## src/rtl/lane_vec_pkg.sv

```systemverilog
package lane_vec_pkg;

  // Controller state: waiting for a command, or holding a result for the core.
  typedef enum logic [0:0] {
    ST_IDLE = 1'b0,
    ST_HOLD = 1'b1
  } cop_state_e;

endpackage

```

## src/rtl/lane_vec_hold.sv

```systemverilog
// Capture register for one accepted command: both operands and the rd field.
module lane_vec_hold #(
  parameter int DATA_W = 64,
  parameter int INST_W = 32,
  parameter int RD_W   = 5,
  parameter int RD_LSB = 7
) (
  input  logic              clk,
  input  logic              rst_n,
  input  logic              load_en,
  input  logic [INST_W-1:0] inst_in,
  input  logic [DATA_W-1:0] src_a_in,
  input  logic [DATA_W-1:0] src_b_in,
  output logic [DATA_W-1:0] src_a_q,
  output logic [DATA_W-1:0] src_b_q,
  output logic [RD_W-1:0]   rd_q
);

  logic [DATA_W-1:0] src_a_d;
  logic [DATA_W-1:0] src_b_d;
  logic [RD_W-1:0]   rd_d;

  // Next-state: load on accept, otherwise hold.
  always_comb begin
    src_a_d = src_a_q;
    src_b_d = src_b_q;
    rd_d    = rd_q;
    if (load_en) begin
      src_a_d = src_a_in;
      src_b_d = src_b_in;
      rd_d    = inst_in[RD_LSB +: RD_W];
    end
  end

  // Wide data path: no reset, enable written out.
  always_ff @(posedge clk) begin
    if (load_en) begin
      src_a_q <= src_a_d;
      src_b_q <= src_b_d;
    end
  end

  always_ff @(posedge clk or negedge rst_n) begin
    if (!rst_n) begin
      rd_q <= '0;
    end else if (load_en) begin
      rd_q <= rd_d;
    end
  end

endmodule

```

## src/rtl/lane_vec_sum.sv

```systemverilog
// Lane-wise adder: each lane wraps on its own, with no carry between lanes.
module lane_vec_sum #(
  parameter int LANES  = 8,
  parameter int LANE_W = 8
) (
  input  logic [LANES*LANE_W-1:0] vec_a,
  input  logic [LANES*LANE_W-1:0] vec_b,
  output logic [LANES*LANE_W-1:0] vec_sum
);

  for (genvar g = 0; g < LANES; g++) begin : g_lane
    logic [LANE_W-1:0] lane_a;
    logic [LANE_W-1:0] lane_b;
    logic [LANE_W-1:0] lane_s;
    assign lane_a = vec_a[g*LANE_W +: LANE_W];
    assign lane_b = vec_b[g*LANE_W +: LANE_W];
    assign lane_s = lane_a + lane_b;
    assign vec_sum[g*LANE_W +: LANE_W] = lane_s;
  end

endmodule

```

## src/rtl/lane_vec_ctrl.sv

```systemverilog
// Single-entry handshake controller.
module lane_vec_ctrl
  import lane_vec_pkg::*;
(
  input  logic clk,
  input  logic rst_n,
  input  logic cmd_valid,
  input  logic rsp_ready,
  output logic cmd_ready,
  output logic rsp_valid,
  output logic busy,
  output logic load_en
);

  cop_state_e state_q;
  cop_state_e state_d;
  logic       take_cmd;
  logic       give_rsp;

  assign take_cmd = cmd_valid && (state_q == ST_IDLE);
  assign give_rsp = rsp_ready && (state_q == ST_HOLD);

  always_comb begin
    state_d = state_q;
    unique case (state_q)
      ST_IDLE: if (take_cmd) state_d = ST_HOLD;
      ST_HOLD: if (give_rsp) state_d = ST_IDLE;
      default: state_d = ST_IDLE;
    endcase
  end

  always_ff @(posedge clk or negedge rst_n) begin
    if (!rst_n) begin
      state_q <= ST_IDLE;
    end else begin
      state_q <= state_d;
    end
  end

  assign cmd_ready = (state_q == ST_IDLE);
  assign rsp_valid = (state_q == ST_HOLD);
  assign busy      = (state_q != ST_IDLE);
  assign load_en   = take_cmd;

endmodule

```

## src/rtl/lane_vec_cop.sv

```systemverilog
// Top level: packed byte-lane vector adder behind a command/response handshake.
module lane_vec_cop #(
  parameter int LANES  = 8,
  parameter int LANE_W = 8,
  parameter int INST_W = 32,
  parameter int RD_W   = 5,
  parameter int RD_LSB = 7
) (
  input  logic                    clk,
  input  logic                    rst_n,
  input  logic                    cmd_valid,
  output logic                    cmd_ready,
  input  logic [INST_W-1:0]       cmd_inst,
  input  logic [LANES*LANE_W-1:0] cmd_rs1,
  input  logic [LANES*LANE_W-1:0] cmd_rs2,
  output logic                    rsp_valid,
  input  logic                    rsp_ready,
  output logic [RD_W-1:0]         rsp_rd,
  output logic [LANES*LANE_W-1:0] rsp_data,
  output logic                    busy
);

  localparam int DATA_W = LANES * LANE_W;

  logic              load_en;
  logic [DATA_W-1:0] held_a;
  logic [DATA_W-1:0] held_b;

  lane_vec_ctrl u_ctrl (
    .clk       (clk),
    .rst_n     (rst_n),
    .cmd_valid (cmd_valid),
    .rsp_ready (rsp_ready),
    .cmd_ready (cmd_ready),
    .rsp_valid (rsp_valid),
    .busy      (busy),
    .load_en   (load_en)
  );

  lane_vec_hold #(
    .DATA_W (DATA_W),
    .INST_W (INST_W),
    .RD_W   (RD_W),
    .RD_LSB (RD_LSB)
  ) u_hold (
    .clk      (clk),
    .rst_n    (rst_n),
    .load_en  (load_en),
    .inst_in  (cmd_inst),
    .src_a_in (cmd_rs1),
    .src_b_in (cmd_rs2),
    .src_a_q  (held_a),
    .src_b_q  (held_b),
    .rd_q     (rsp_rd)
  );

  lane_vec_sum #(
    .LANES  (LANES),
    .LANE_W (LANE_W)
  ) u_sum (
    .vec_a   (held_a),
    .vec_b   (held_b),
    .vec_sum (rsp_data)
  );

endmodule

```

## config.mk

```make
export PLATFORM = sky130hd
export DESIGN_NAME = lane_vec_cop
export DESIGN_NICKNAME = d
export VERILOG_FILES = /design/src/rtl/lane_vec_pkg.sv /design/src/rtl/lane_vec_hold.sv /design/src/rtl/lane_vec_sum.sv /design/src/rtl/lane_vec_ctrl.sv /design/src/rtl/lane_vec_cop.sv
export SDC_FILE = /design/constraint.sdc
export NUM_CORES = 1
export LEC_CHECK = 0
export BUFFER_PORTS_ARGS = -buffer_cell sky130_fd_sc_hd__buf_2
export CAP_MARGIN = 20
export CORE_MARGIN = 5
export CORE_UTILIZATION = 32
export DETAILED_ROUTE_END_ITERATION = 8
export GPL_TIMING_DRIVEN = 0
export PLACE_DENSITY = 0.64
export SLEW_MARGIN = 0
export SYNTH_ARGS = -nofsm -noshare
export SYNTH_HDL_FRONTEND = slang
export SYNTH_SLANG_ARGS = --single-unit
```

## constraint.sdc

```tcl
create_clock -name clk -period 6.3 [get_ports clk]
set_input_delay 0.945 -clock clk [delete_from_list [all_inputs] [get_ports clk]]
set_output_delay 0.945 -clock clk [all_outputs]
set_load 0.02 [all_outputs]
```

[Yosys cells after proc, flatten, opt, wreduce, memory -nomap -nowiden]
Cells that the tools add are included.
Cells by class
  $add $sub $neg: 8
  muxes and demuxes: 3
  bitwise gates (word level): 1
  reduce and logical (&&, ||, !) cells: 2
Operator list (count)
  $add 8x8->8: 8
  $logic_and 1x1->1: 2
  $mux 1: 2
  $pmux 1 s2: 1
  $not 1->1: 1
Storage, ports and cells
  flip-flop bits (word level): 134
  word-level logic and storage cells: 18

[Longest topological paths before layout]
  depth after elaboration: 4
  gate-level depth with buffers: 7

[Cells and area by module]
A second synthesis with hierarchy kept.
Second synthesis, totals
  cell total of the unflattened synthesis: 467
  area total of the unflattened synthesis: 6511.2 µm²
By module, submodules not included
  lane_vec_hold: times used 1, cells an instance 138, area an instance 4025.1 µm²
  lane_vec_sum: times used 1, cells an instance 324, area an instance 2433.6 µm²
  lane_vec_ctrl: times used 1, cells an instance 5, area an instance 52.6 µm²

[Worst setup path before layout]
Ideal clock, no wire load.
  path kind: input port to flip-flop
  from: input cmd_valid
  to: register u_hold.rd_q[0]
  arrival: 5.346 ns
  required time: 6.216 ns
  slack: 0.870 ns
  cell stages on the path: 3
  path through: nor2b_1 clkbuf_1 mux2_2
On the way
  longest elaborated chain between the ends: 1
Ends and longest elaborated chain
  from (decl): RTL line lane_vec_cop.sv:11  | input logic cmd_valid,
  $logic_and 1x1->1: RTL line lane_vec_ctrl.sv:20  | assign take_cmd = cmd_valid && (state_q == ST_IDLE);
  net load_en: RTL line lane_vec_cop.sv:25  | logic load_en;
  to (signal assigned): RTL line lane_vec_hold.sv:47  | rd_q <= rd_d;
  to (decl): RTL line lane_vec_hold.sv:16  | output logic [RD_W-1:0] rd_q
The timed path passes the listed nets, and every way through them passes these cells.
A chain may end at the register's enable or synchronous reset.

[Worst setup path after layout]
  from: register u_hold.src_a_q[8]
  to: output rsp_data[14]
On the way
  longest elaborated chain between the ends: 1
Ends and longest elaborated chain
  from (decl): RTL line lane_vec_hold.sv:14  | output logic [DATA_W-1:0] src_a_q,
  from (signal assigned): RTL line lane_vec_hold.sv:38  | src_a_q <= src_a_d;
  $add 8x8->8: RTL line lane_vec_sum.sv:17  | assign lane_s = lane_a + lane_b;
  to (decl): RTL line lane_vec_cop.sv:19  | output logic [LANES*LANE_W-1:0] rsp_data,
No other way between the ends.

==> reports/metrics.yaml <==
drtIter0Drc: 188
antenna_found_initial: 2
critical_path_class: "flop to output pin"
wl_mm: 14.0
synth_cell_types: 31
outcome: "completed"
start_util: 0.324
numPortBuffers: 208
htreeDepth: 4
post_drt_wl_per_cell_um: 14.3
cts-root-buf: "clkbuf_16"
final_util: 0.428
dr.pass1.iters: 4
dp_cells: 950
drc_errors: 0
syn2layout_area_growth_pct: 32.3
reg2regPathDepth: 5
core_mm2: 0.0201
rsz0062_at_grt: "no"
insertion_delay_ps: 410
grtUsageMet2: 0.198
grt_overflow_total: 0
die-area_mm2: 0.0233
worstPathMaxFanout: 3
grt_usage: 0.121
io_pins: 236
crit_path_top_delay_cell: "or4b_1"
syn_area_mm2: 0.00651
hold_violations: 0
synth_warnings: 0
slew_headroom: 0.640
end_kind: "output pin"
fin_crit_ps: 3340
clk_pin_slew_ps: 60
hold_class: "input pin to async pin"
leakage_nw: 3.62
ys_ff_latch: 134
max_freq_mhz: 300
grt_pass1_vias: 4610
final_area_mm2: 0.00861
pre_cts_slack_ps: 3380
grtUsageMet3: 0.0415
crit_path_start_kind: "flop"
die_w_um: 153
fin_nets: 927
place.gp.congestion: 0.802
setup_viol_count_final: 0
drv_slew: 0
holdBufCountCts: 0
grt_max_degree: 55
cts_sinks: 134
dpl.hpwl_mm: 11.1
via_count: 4459
power_density_mw_per_mm2: 328
syn_inst: 470
avgSynthCellArea_um2: 13.8
grt_use_met1: 0.146
clock_path_buffers: 2
via_per_inst: 4.53
ant_nets: 0
path_buf_inv: 2
cts_resized: 0
fin_cells: 984
min_period_over_period: 0.530
die_height_um: 153
cts_tree: "yes"
fin_tns_setup_ps: 0
finalWorstSetupSlack_ps: 2960
placed_cell_area_mm2: 0.00794
path_depth: 8
syn_nets: 698
grt_pass1_wl_mm: 22.7
ys_seq_area_frac: 0.614
busiest_layer: "met2"
arrival_ps: 2390
total_power_mw: 2.82
crit_required_ps: 5350
skew_ps: 15.7
cap_viol_max_count: 0
hold_ws_ps: 346
crit_family: "simple AND/OR/NAND/NOR gates"
cts_setup_buffers: 0
drive_gt1_frac: 0.351
n_fill_cell: 1851
cpPeakStageDelay_ps: 470
crit_chain: "ha_1, inv_1, fa_1, nor2b_4, o31a_1, or4b_1, nand3_1, buf_2"
cts-buffers-inserted: 17
max-vdd-ir-drop_v: 0.000155
worst_slew_pin_slew_ps: 540
rows: 52
==> placed cells by master, fill, tap and decap left out, types with 8 or more instances in the layout <==
cell type  count
clkbuf_16     17
xnor2_1       24
nor2_1        23
a21oi_1       39
a21o_1         8
nand2_1        8
a211oi_1      14
inv_1         40
nand3_1       10
edfxtp_1     128
o21ai_0       23
buf_2        208
o21bai_1       8
o31a_1         8
ha_1          56
fa_1           8
inv_6          8
nor2b_1        9
o21a_1         8
xor2_1         9
==> registers in the layout, indices dropped and copies added, names as in the netlist <==
name / cells
u_ctrl.busy: 1
u_hold.rd_q: 5
u_hold.src_b_q: 64
u_hold.src_a_q: 64
==> synth_stat cells <==
| cell type | count | area share |
|---|---|---|
| mux2_2 | 5 | 0.0087 |
| dfrtp_1 | 6 | 0.023 |
| nand3_1 | 10 | 0.0077 |
| a21o_1 | 8 | 0.0092 |
| buf_4 | 1 | 0.0012 |
| mux2i_1 | 1 | 0.0015 |
| nor2_1 | 23 | 0.013 |
| a41oi_1 | 7 | 0.0094 |
| nand4_1 | 1 | 0.00096 |
| ha_1 | 56 | 0.11 |
| o211ai_1 | 7 | 0.0081 |
| or4_1 | 7 | 0.0081 |
| xor2_1 | 9 | 0.012 |
| inv_1 | 40 | 0.023 |
| nand2_1 | 8 | 0.0046 |
| edfxtp_1 | 128 | 0.59 |
| clkbuf_1 | 1 | 0.00058 |
| a211oi_1 | 14 | 0.016 |
| nor2b_4 | 1 | 0.0021 |
| o31a_1 | 8 | 0.011 |
| or4b_1 | 1 | 0.0015 |
| and3b_1 | 1 | 0.0013 |
| a21oi_1 | 39 | 0.030 |
| o21ai_0 | 23 | 0.018 |
| o21bai_1 | 8 | 0.0092 |
| nor3_1 | 7 | 0.0054 |
| nor2b_1 | 9 | 0.0087 |
| o21a_1 | 8 | 0.0092 |
| a31oi_1 | 1 | 0.00096 |
| fa_1 | 8 | 0.025 |
| xnor2_1 | 24 | 0.032 |
==> logic make-up (layout without fill, tap and decap cells) <==
family	after synthesis	count (layout)	synth area share
AO/OA/AOI/OAI	123	123	0.121
XOR/XNOR	33	33	0.0444
adder cells (fa/ha/maj)	64	64	0.132
buffers and inverters	42	284	0.0248
flip-flops	134	134	0.614
multiplexers	6	6	0.0102
other	0	2	0
AND/OR/NAND/NOR	68	68	0.0537
==> final timing paths <==
kind | slack (ps) | startpoint | endpoint
setup / recovery | 2960 | u_hold.src_a_q[8] | rsp_data[14]
hold / removal | 350 | rst_n | u_hold.rd_q[0]
setup reg to reg | 4170 | u_ctrl.busy | u_hold.rd_q[0]
hold reg to reg | 510 | u_hold.rd_q[4] | u_hold.rd_q[4]
max in group asynchronous | 5810 | rst_n | u_hold.rd_q[4]
min in group clk | 510 | u_hold.rd_q[4] | u_hold.rd_q[4]
==> power breakdown <==
| group | switching (mW) | internal, mW |
|---|---|---|
| clock network | 0.399 | 0.714 |
| registers | 0.0247 | 1.06 |
| logic | 0.379 | 0.246 |
==> layout make-up <==
cell class | count | area [um^2] | share of cell area
multi-input combinational | 294 | 2350 | 0.273
tap | 270 | 338 | 0.0392
inverter | 40 | 150 | 0.0174
sequential | 134 | 3990 | 0.464
clock buffer | 17 | 425 | 0.0494
clock inverter | 15 | 236 | 0.0275
antenna | 2 | 5.00 | 0.000581
buffer | 2 | 15.0 | 0.00174
timing repair buffer | 210 | 1100 | 0.127
==> routing by layer <==
layer  wire length (um)  up-vias
met1               5840     2055
met3                942       15
met4                317        0
li1                   -     2257
met5                  0        -
met2               6920      132
Power figures use the tool's default switching activity.
